### src/rtl/pih_pkg.sv
package pih_pkg;

  localparam int NUM_SRC = 16;
  localparam int IDX_W   = $clog2(NUM_SRC);
  localparam int DATA_W  = 16;
  localparam int VEC_W   = 24;
  localparam int ADDR_W  = 3;

  typedef enum logic [ADDR_W-1:0] {
    REG_PEND    = 3'd0,
    REG_MASK    = 3'd1,
    REG_SEL     = 3'd2,
    REG_INDEX   = 3'd3,
    REG_BASE_LO = 3'd4,
    REG_BASE_HI = 3'd5
  } regAddr_e;

  typedef struct packed {
    logic              wrPend;
    logic              wrMask;
    logic              wrSel;
    logic              wrBaseLo;
    logic              wrBaseHi;
    logic              take;
    logic              ackTake;
    logic              rdLoad;
    logic [ADDR_W-1:0] rdAddr;
  } strobes_t;

  typedef struct packed {
    logic             found;
    logic [IDX_W-1:0] idx;
  } winner_t;

  function automatic winner_t pickHighest(input logic [NUM_SRC-1:0] vec);
    winner_t w;
    w.found = 1'b0;
    w.idx   = '0;
    for (int i = 0; i < NUM_SRC; i++) begin
      if (vec[i]) begin
        w.found = 1'b1;
        w.idx   = IDX_W'(i);
      end
    end
    return w;
  endfunction

endpackage

### src/rtl/pih_ctrl.sv
module pih_ctrl
  import pih_pkg::*;
(
  input  logic              wrEn,
  input  logic              rdEn,
  input  logic [ADDR_W-1:0] addr,
  input  logic              ackStrobe,
  output strobes_t          strobes
);

  logic idxRead;

  always_comb begin
    idxRead = rdEn && (addr == REG_INDEX);

    strobes          = '0;
    strobes.wrPend   = wrEn && (addr == REG_PEND);
    strobes.wrMask   = wrEn && (addr == REG_MASK);
    strobes.wrSel    = wrEn && (addr == REG_SEL);
    strobes.wrBaseLo = wrEn && (addr == REG_BASE_LO);
    strobes.wrBaseHi = wrEn && (addr == REG_BASE_HI);
    strobes.ackTake  = ackStrobe;
    // acknowledge owns the clear when both arrive together
    strobes.take     = ackStrobe || idxRead;
    strobes.rdLoad   = rdEn;
    strobes.rdAddr   = addr;
  end

endmodule

### src/rtl/pih_datapath.sv
module pih_datapath
  import pih_pkg::*;
#(
  parameter logic [VEC_W-1:0] RESET_BASE = 24'hFF20C0
) (
  input  logic              clk,
  input  logic              rstN,
  input  strobes_t          strobes,
  input  logic [DATA_W-1:0] wrData,
  input  logic [NUM_SRC-1:0] srcPulse,
  output logic [DATA_W-1:0] rdData,
  output logic              ackValid,
  output logic [VEC_W-1:0]  ackVec,
  output logic              cpuIrq,
  output logic              altReq,
  output logic [VEC_W-1:0]  altVec
);

  localparam int SLOT_SHIFT = 2;
  localparam logic [DATA_W-1:0] NONE_CODE = DATA_W'(1) << IDX_W;
  localparam logic [VEC_W-1:0]  NONE_SLOT = VEC_W'(NUM_SRC) << SLOT_SHIFT;

  logic [NUM_SRC-1:0] pendQ, maskQ, selQ;
  logic [VEC_W-1:0]   baseQ;
  logic [NUM_SRC-1:0] stdVec, altVecBits, clrOneHot;
  winner_t            stdWin, altWin;
  logic [DATA_W-1:0]  idxValue, rdNext;
  logic [DATA_W-1:0]  rdDataQ;
  logic               ackValidQ;
  logic [VEC_W-1:0]   ackVecQ;

  always_comb begin
    stdVec     = pendQ & maskQ & ~selQ;
    altVecBits = pendQ & maskQ & selQ;
    stdWin     = pickHighest(stdVec);
    altWin     = pickHighest(altVecBits);
    clrOneHot  = '0;
    if (strobes.take && stdWin.found) clrOneHot[stdWin.idx] = 1'b1;
    idxValue   = stdWin.found ? DATA_W'(stdWin.idx) : NONE_CODE;
  end

  for (genvar i = 0; i < NUM_SRC; i++) begin : g_src
    always_ff @(posedge clk) begin
      if (!rstN) begin
        pendQ[i] <= 1'b0;
        selQ[i]  <= 1'b0;
      end else begin
        // a fresh pulse beats both a bus write and a clear
        if (srcPulse[i])          pendQ[i] <= 1'b1;
        else if (strobes.wrPend)  pendQ[i] <= wrData[i];
        else if (clrOneHot[i])    pendQ[i] <= 1'b0;

        if (strobes.wrSel)        selQ[i] <= wrData[i];
        else if (clrOneHot[i])    selQ[i] <= 1'b0;
      end
    end
  end

  always_ff @(posedge clk) begin
    if (!rstN) begin
      maskQ <= '0;
      baseQ <= RESET_BASE;
    end else begin
      if (strobes.wrMask)   maskQ <= wrData[NUM_SRC-1:0];
      if (strobes.wrBaseLo) baseQ[15:0] <= wrData;
      if (strobes.wrBaseHi) baseQ[VEC_W-1:16] <= wrData[VEC_W-17:0];
    end
  end

  always_comb begin
    unique case (strobes.rdAddr)
      REG_PEND:    rdNext = DATA_W'(pendQ);
      REG_MASK:    rdNext = DATA_W'(maskQ);
      REG_SEL:     rdNext = DATA_W'(selQ);
      REG_INDEX:   rdNext = idxValue;
      REG_BASE_LO: rdNext = baseQ[15:0];
      REG_BASE_HI: rdNext = DATA_W'(baseQ[VEC_W-1:16]);
      default:     rdNext = '0;
    endcase
  end

  always_ff @(posedge clk) begin
    if (!rstN) begin
      rdDataQ   <= '0;
      ackValidQ <= 1'b0;
      ackVecQ   <= '0;
    end else begin
      if (strobes.rdLoad) rdDataQ <= rdNext;
      ackValidQ <= strobes.ackTake;
      if (strobes.ackTake)
        ackVecQ <= baseQ + (stdWin.found ? (VEC_W'(stdWin.idx) << SLOT_SHIFT) : NONE_SLOT);
    end
  end

  assign rdData   = rdDataQ;
  assign ackValid = ackValidQ;
  assign ackVec   = ackVecQ;
  assign cpuIrq   = stdWin.found;
  assign altReq   = altWin.found;
  assign altVec   = baseQ + (VEC_W'(altWin.idx) << SLOT_SHIFT) + VEC_W'(2);

endmodule

### src/rtl/periph_irq_hub.sv
module periph_irq_hub
  import pih_pkg::*;
#(
  parameter logic [23:0] RESET_BASE = 24'hFF20C0
) (
  input  logic        clk,
  input  logic        rstN,
  input  logic [15:0] srcPulse,
  input  logic        wrEn,
  input  logic        rdEn,
  input  logic [2:0]  addr,
  input  logic [15:0] wrData,
  output logic [15:0] rdData,
  input  logic        ackStrobe,
  output logic        ackValid,
  output logic [23:0] ackVec,
  output logic        cpuIrq,
  output logic        altReq,
  output logic [23:0] altVec
);

  strobes_t strobes;

  pih_ctrl u_ctrl (
    .wrEn      (wrEn),
    .rdEn      (rdEn),
    .addr      (addr),
    .ackStrobe (ackStrobe),
    .strobes   (strobes)
  );

  pih_datapath #(.RESET_BASE(RESET_BASE)) u_dp (
    .clk      (clk),
    .rstN     (rstN),
    .strobes  (strobes),
    .wrData   (wrData),
    .srcPulse (srcPulse),
    .rdData   (rdData),
    .ackValid (ackValid),
    .ackVec   (ackVec),
    .cpuIrq   (cpuIrq),
    .altReq   (altReq),
    .altVec   (altVec)
  );

endmodule

### config.mk
export PLATFORM = sky130hd
export DESIGN_NAME = periph_irq_hub
export DESIGN_NICKNAME = d
export VERILOG_FILES = /design/src/rtl/pih_pkg.sv /design/src/rtl/pih_ctrl.sv /design/src/rtl/pih_datapath.sv /design/src/rtl/periph_irq_hub.sv
export SDC_FILE = /design/constraint.sdc
export NUM_CORES = 1
export LEC_CHECK = 0
export ABC_AREA = 1
export ABC_CLOCK_PERIOD_IN_PS = 9700
export BUFFER_PORTS_ARGS = -buffer_cell sky130_fd_sc_hd__buf_2
export CAP_MARGIN = 30
export CORE_MARGIN = 1.5
export CORE_UTILIZATION = 34
export DETAILED_ROUTE_END_ITERATION = 10
export HOLD_SLACK_MARGIN = 0.06
export PLACE_DENSITY = 0.53
export SYNTH_ARGS = -nofsm -noshare
export SYNTH_HDL_FRONTEND = slang
export SYNTH_SLANG_ARGS = --single-unit
### constraint.sdc
create_clock -name clk -period 9.7 [get_ports clk]
set_input_delay 1.94 -clock clk [delete_from_list [all_inputs] [get_ports clk]]
set_output_delay 1.94 -clock clk [all_outputs]
set_load 0.02 [all_outputs]
# Word level (Yosys, flattened, before mapping)
# Index checks and enable logic that the tools add are counted.
dict set report totals {
  regBits 113
  output_inout_bits 67
  word_cells 196
}
dict set report op_classes {
  add_sub_neg 3
  order_cmp 2
  n_eq_ne 5
  muxes 102
  bitwise_logic 4
  n_reduce_logical 42
}
# op count
set op_table {}
lappend op_table {{2-to-1 mux 5 bit} 33}
lappend op_table {{one-hot mux 16 bit (6 select lines)} 1}
lappend op_table {{2-to-1 mux 1 bit} 65}
lappend op_table {{bitwise AND 16 bit} 3}
lappend op_table {{nonzero test 3 bit} 16}
lappend op_table {{nonzero test 2 bit} 16}
lappend op_table {{adder 24 x 2 -> 24 bit, second input constant} 1}
lappend op_table {{adder 24 bit} 1}
lappend op_table {{adder 24 x 6 -> 24 bit} 1}
lappend op_table {{2-to-1 mux 16 bit} 1}
lappend op_table {{NOT 16 bit} 1}
lappend op_table {{logical AND 1 bit} 8}
lappend op_table {{2-to-1 mux 7 bit} 1}
lappend op_table {{equality test 3 x 2 -> 1 bit, second input constant} 2}
lappend op_table {{equality test 3 bit, second input constant} 2}
lappend op_table {{< comparator 4 x 5 -> 1 bit, second input constant} 1}
lappend op_table {{demux 1 bit (select 4 bit)} 1}
lappend op_table {{>= comparator 4 x 1 -> 1 bit, second input constant} 1}
lappend op_table {{equality test 3 x 1 -> 1 bit, second input constant} 1}
lappend op_table {{logical NOT 3 bit} 1}
lappend op_table {{logical OR 1 bit} 1}

# Logic depth before layout (Yosys ltp)
dict set report logic_depth {
  word_depth 26
  ltp_mapped 29
  ltp_nobuf 29
}

# Modules after synthesis
# From an unflattened synthesis, not the netlist that was laid out.
dict set report unflattened {
  hier_cells 957
  area_unflattened_um2 6398.6
}
# module n_inst cells_each area_each_um2
set modules_own_cells {}
lappend modules_own_cells {pih_datapath 1 933 6284.8}
lappend modules_own_cells {pih_ctrl 1 24 113.9}

# Worst setup path after synthesis
# OpenSTA, ideal clock, no wires.
dict set report synth_timing {
  kind {reg2out}
  startpoint {register u_dp.pendQ[2]}
  endpoint {output port altVec[22]}
  arrival_ns 2.917
  t_required_ns 7.760
  path_slack_ns 4.843
  path_stages_with_launch 25
  cell_sequence {dfxtp_1 > nand3_1 > inv_1 > o21ai_0 > nand2_1 > nand2_1 > nand2_1 > nand2_1 > nand2_1 > nand2_1 > nand2_1 > nand2_1 > nand2_1 > nand2_1 > a21oi_1 > inv_1 > ha_1 > inv_1 > o31ai_1 > a21oi_1 > o21ai_2 > nand3_1 > nor2_2 > nand4_1 > xor2_1}
}
dict set report synth_between {
  elab_chain_len 18
}
# element line_no
set synth_lines {}
lappend synth_lines {{start, declared} pih_datapath.sv:23} ;# logic [NUM_SRC-1:0] pendQ, maskQ, selQ;
lappend synth_lines {{start signal, assigned by index} pih_datapath.sv:50} ;# else if (strobes.wrPend) pendQ[i] <= wrData[i];
lappend synth_lines {{bitwise AND 16 bit (2 in series)} pih_datapath.sv:34} ;# altVecBits = pendQ & maskQ & selQ;
lappend synth_lines {{2-to-1 mux 5 bit (14 in series)} pih_pkg.sv:40} ;# if (vec[i]) begin
lappend synth_lines {{adder 24 x 6 -> 24 bit} pih_datapath.sv:100} ;# assign altVec = baseQ + (VEC_W'(altWin.idx) << SLOT_SHIFT) + VEC_W'(2);
lappend synth_lines {{adder 24 x 2 -> 24 bit} pih_datapath.sv:100}
lappend synth_lines {{end, declared} periph_irq_hub.sv:19} ;# output logic [23:0] altVec
# Every way passes these cells.

# Worst setup path after layout
dict set report layout_timing {
  startpoint {register u_dp.selQ[1]}
  endpoint {output port altVec[21]}
}
dict set report layout_between {
  elab_chain_len 18
}
# element line_no
set layout_lines {}
lappend layout_lines {{start, declared} pih_datapath.sv:23}
lappend layout_lines {{start signal, assigned by index} pih_datapath.sv:53} ;# if (strobes.wrSel) selQ[i] <= wrData[i];
lappend layout_lines {{bitwise AND 16 bit} pih_datapath.sv:34}
lappend layout_lines {{2-to-1 mux 5 bit (15 in series)} pih_pkg.sv:40}
lappend layout_lines {{adder 24 x 6 -> 24 bit} pih_datapath.sv:100}
lappend layout_lines {{adder 24 x 2 -> 24 bit} pih_datapath.sv:100}
# Every way passes these cells.

==> metrics.md <==
| Metric | Value |
|---|---|
| Status | `complete, but fails checks` |
| Failing checks | `design-rule violations` |
| Sequential share of the synthesized area | `0.3576` |
| Actual slew at the worst max-slew pin | `1.011 ns` |
| Hold Path End | `u_dp.rdData[6]` |
| Placement Cell Area | `7071 sq um` |
| WP data arrival | `3.89 ns` |
| Setup_tns | `0 ns` |
| Initial core utilization | `0.3498` |
| Total Die Area | `19430 sq um` |
| Synthesized area per cell | `7.021 sq um` |
| Initial antenna violation count | `0` |
| Peak Freq | `171.6 MHz` |
| Initial DRC count | `569` |
| DRC | `9` |
| Post-synth cell types | `44` |
| Core area | `18090 sq um` |
| R2R cell count | `28` |
| R2R Setup Slk | `6.20 ns` |
| Clock latency on the worst-skew pair | `0.42 ns` |
| TritonCTS clock tree | `yes` |
| Buffers on Ports | `106` |
| Vias in the first global route | `5971` |
| Design Area, Final | `7711 sq um` |
| Hold path start | `u_dp.rdData[6]` |
| CP Class | `register to output port` |
| Routed WL | `22660 um` |
| Post-cts resize count | `0` |
| IO Count | `107` |
| Worst R2R End | `u_dp.ackVec[16]` |
| Largest net degree at the start of global routing | `52` |
| RSZ-0062 raised after global routing | `false` |
| Max cap viols | `0` |
| WL/cell | `18.27 um` |
| Postcts setup bufs | `0` |
| Normalized max-slew margin | `0.3237` |
| CP max FO | `5` |
| Worst Slack Setup Final | `3.874 ns` |
| GPL Wtd Cong | `0.8965` |
| Post-placement cell count | `1208` |
| Layout cells sized above 1 | `0.1929` |
| Flops & latches, synth | `113` |
| Leakage power | `3.566 nW` |
| Critical Path RT | `7.76 ns` |
| Async set-reset flop share out of synthesis | `0` |
| EDFF count, synth | `0` |
| Reg2Reg Launch Point | `u_dp.maskQ[1]` |
| Cell Rows | `49` |
| Hold Crit Class | `register to register` |
| First-pass GRT wire length | `34360 um` |
| CP startpoint kind | `register` |
| Layout area overhead | `21.89%` |
| Post-detailed-route count of antenna-violating nets | `0` |
| IR drop worst, VDD | `117.1 uV` |
| Total gr overflow | `0` |
| Clock Sinks | `113` |
| Layout Cells excl Fill | `1240` |
| Yosys warnings | `0` |
| Final min period | `5.826 ns` |
| Clock Skews | `0.006457 ns` |
| Vias per inst | `5.205` |
| Synthesized instance count | `901` |
| Final Max Tran Viols | `0` |
| Synth Flop Type | `dfxtp_1` |
| Pwr dens | `175.7 nW/um^2` |
| Hold Vio Cnt, Final | `0` |
| Total power | `1.355 mW` |
| CTS buffer count | `17` |
| H-Tree Depth | `4` |
| Post-synthesis cell area | `6326 sq um` |
| Overall via count from detail_route | `6454` |
| Gr usage total | `0.2314` |
| Dpl hpwl | `16520 um` |
| Crit path capture type | `output port` |
| # setup viols final | `0` |
| Worst hold path cell count | `2` |
| Tcrit/Tclk final | `0.6006` |
| CTS Hold Buffers Added | `0` |
| Root buffer cell | `clkbuf_16` |
| # diodes | `0` |
| Max clock buf depth | `2` |
| Chip width | `139.4 um` |
| Post-Place Setup Slack | `4.385 ns` |
| CTS clk-pin slew, worst paths | `0.05 ns` |
| Die Span Y | `139.4 um` |
| NumNets Final | `1048` |
| DR pass1 iterations | `10` |
| Syn_nets | `951` |
-- cells in the final DEF, fill, tap and decap left out, types with 6 or more instances in the layout --
master / n
nand2_1: 148
inv_1: 122
dfxtp_1: 113
buf_2: 106
a21oi_1: 100
o21ai_0: 80
nor2_1: 62
nand3_1: 54
xor2_1: 28
o22ai_1: 17
clkbuf_16: 17
nor3_1: 13
inv_2: 12
o211ai_1: 9
nand4_1: 9
nand2_2: 8
ha_1: 8
nand3_2: 7
o21ai_1: 7
nor2_4: 6
o21bai_1: 6
buf_4: 6
-- area by class of cell --
cell class                 count  area [sq um]
fill                        1937         10380
multi-input combinational    615          3390
sequential                   113          2262
timing repair buffer         114         618.1
inverter                     137         514.2
clock buffer                  23         488.0
tap                          229         286.5
clock inverter                 9         152.6
-- state kept, by name (all words and copies together) (netlist names) --
name and count:
u_dp.ackValid 1, u_dp.ackVec 24, u_dp.baseQ 24, u_dp.maskQ 16, u_dp.pendQ 16, u_dp.rdData 16, u_dp.selQ 16
-- power breakdown --
part	switching (mW)	total [mW]	internal (mW)
sequential	0.0185	0.505	0.486
clock	0.227	0.683	0.456
combinational	0.117	0.168	0.0508
total	0.362	1.36	0.993
-- logic make-up after synthesis --
family,synth area share
compound gates,0.2209
xor+xnor,0.04154
fa+ha+maj,0.02215
buf+inv,0.1070
simple gates,0.2508
flops,0.3576
-- cell usage after synthesis, types with 3 or more instances --
cell type | instances | share of area
a21oi_1 | 100 | 0.079
a221oi_1 | 5 | 0.0069
a22o_1 | 5 | 0.0069
a31oi_1 | 4 | 0.0040
clkbuf_1 | 30 | 0.018
clkinv_1 | 3 | 0.0018
dfxtp_1 | 113 | 0.36
ha_1 | 8 | 0.016
inv_1 | 122 | 0.072
inv_2 | 12 | 0.0071
nand2_1 | 148 | 0.088
nand2_2 | 8 | 0.0079
nand2_4 | 5 | 0.0089
nand3_1 | 54 | 0.043
nand3_2 | 7 | 0.011
nand3_4 | 5 | 0.014
nand3b_1 | 3 | 0.0036
nand4_1 | 9 | 0.0089
nor2_1 | 63 | 0.037
nor2_2 | 3 | 0.0030
nor2_4 | 6 | 0.011
nor3_1 | 13 | 0.010
o2111ai_1 | 3 | 0.0042
o211ai_1 | 9 | 0.011
o21ai_0 | 80 | 0.063
o21ai_1 | 7 | 0.0055
o21bai_1 | 6 | 0.0071
o221ai_1 | 5 | 0.0069
o22ai_1 | 17 | 0.017
o31ai_1 | 3 | 0.0036
xor2_1 | 28 | 0.039
-- stage by stage --
stage          hold WS, ns    util
2_1_floorplan       0.4472       -
3_3_place_gp        0.4541  0.3886
3_5_place_dp        0.4525  0.3909
4_1_cts             0.4610  0.4264
5_1_grt             0.4770  0.4264
6_report            0.4589  0.4264
-- worst max-delay path, stage by stage, from the launching register on --
cell      delay (ns)
dfxtp_1         0.39
nand3_1         0.12
o21ai_0         0.24
nand2_1         0.08
nand2_1         0.06
nand2_1         0.05
nand2_1         0.05
nand2_1         0.04
nand2_1         0.05
nand2_1         0.05
nand2_1         0.07
nand2_1         0.06
nand2_1         0.06
a21oi_1         0.10
fa_1            0.42
o21bai_1        0.16
a21oi_1         0.11
nor2_1          0.09
o21ai_0         0.25
nor3_1          0.35
nand3_1         0.20
nor2_1          0.15
xor2_1          0.15
buf_2           0.18
-- layer usage --
metal  track usage  vias to the layer above  part of all wire
met5             0                        -                 0
met4       0.07951                        0             0.019
met3       0.04061                       23             0.060
met2        0.3650                      233              0.46
met1        0.3184                     3015              0.46
li1              -                     3183                 -
-- how the worst max path moves through the flow --
stage	from	to	slack (ns)	depth (start not counted)
floorplan	u_dp.pendQ[2]	altVec[22]	4.84	24
global placement	u_dp.selQ[1]	altVec[21]	4.47	23
detailed placement	u_dp.selQ[1]	altVec[21]	4.38	23
CTS	u_dp.selQ[1]	altVec[21]	3.91	23
global route	u_dp.pendQ[2]	altVec[20]	3.53	25
finish	u_dp.selQ[1]	altVec[21]	3.87	23
Power figures use the tool's default switching activity.
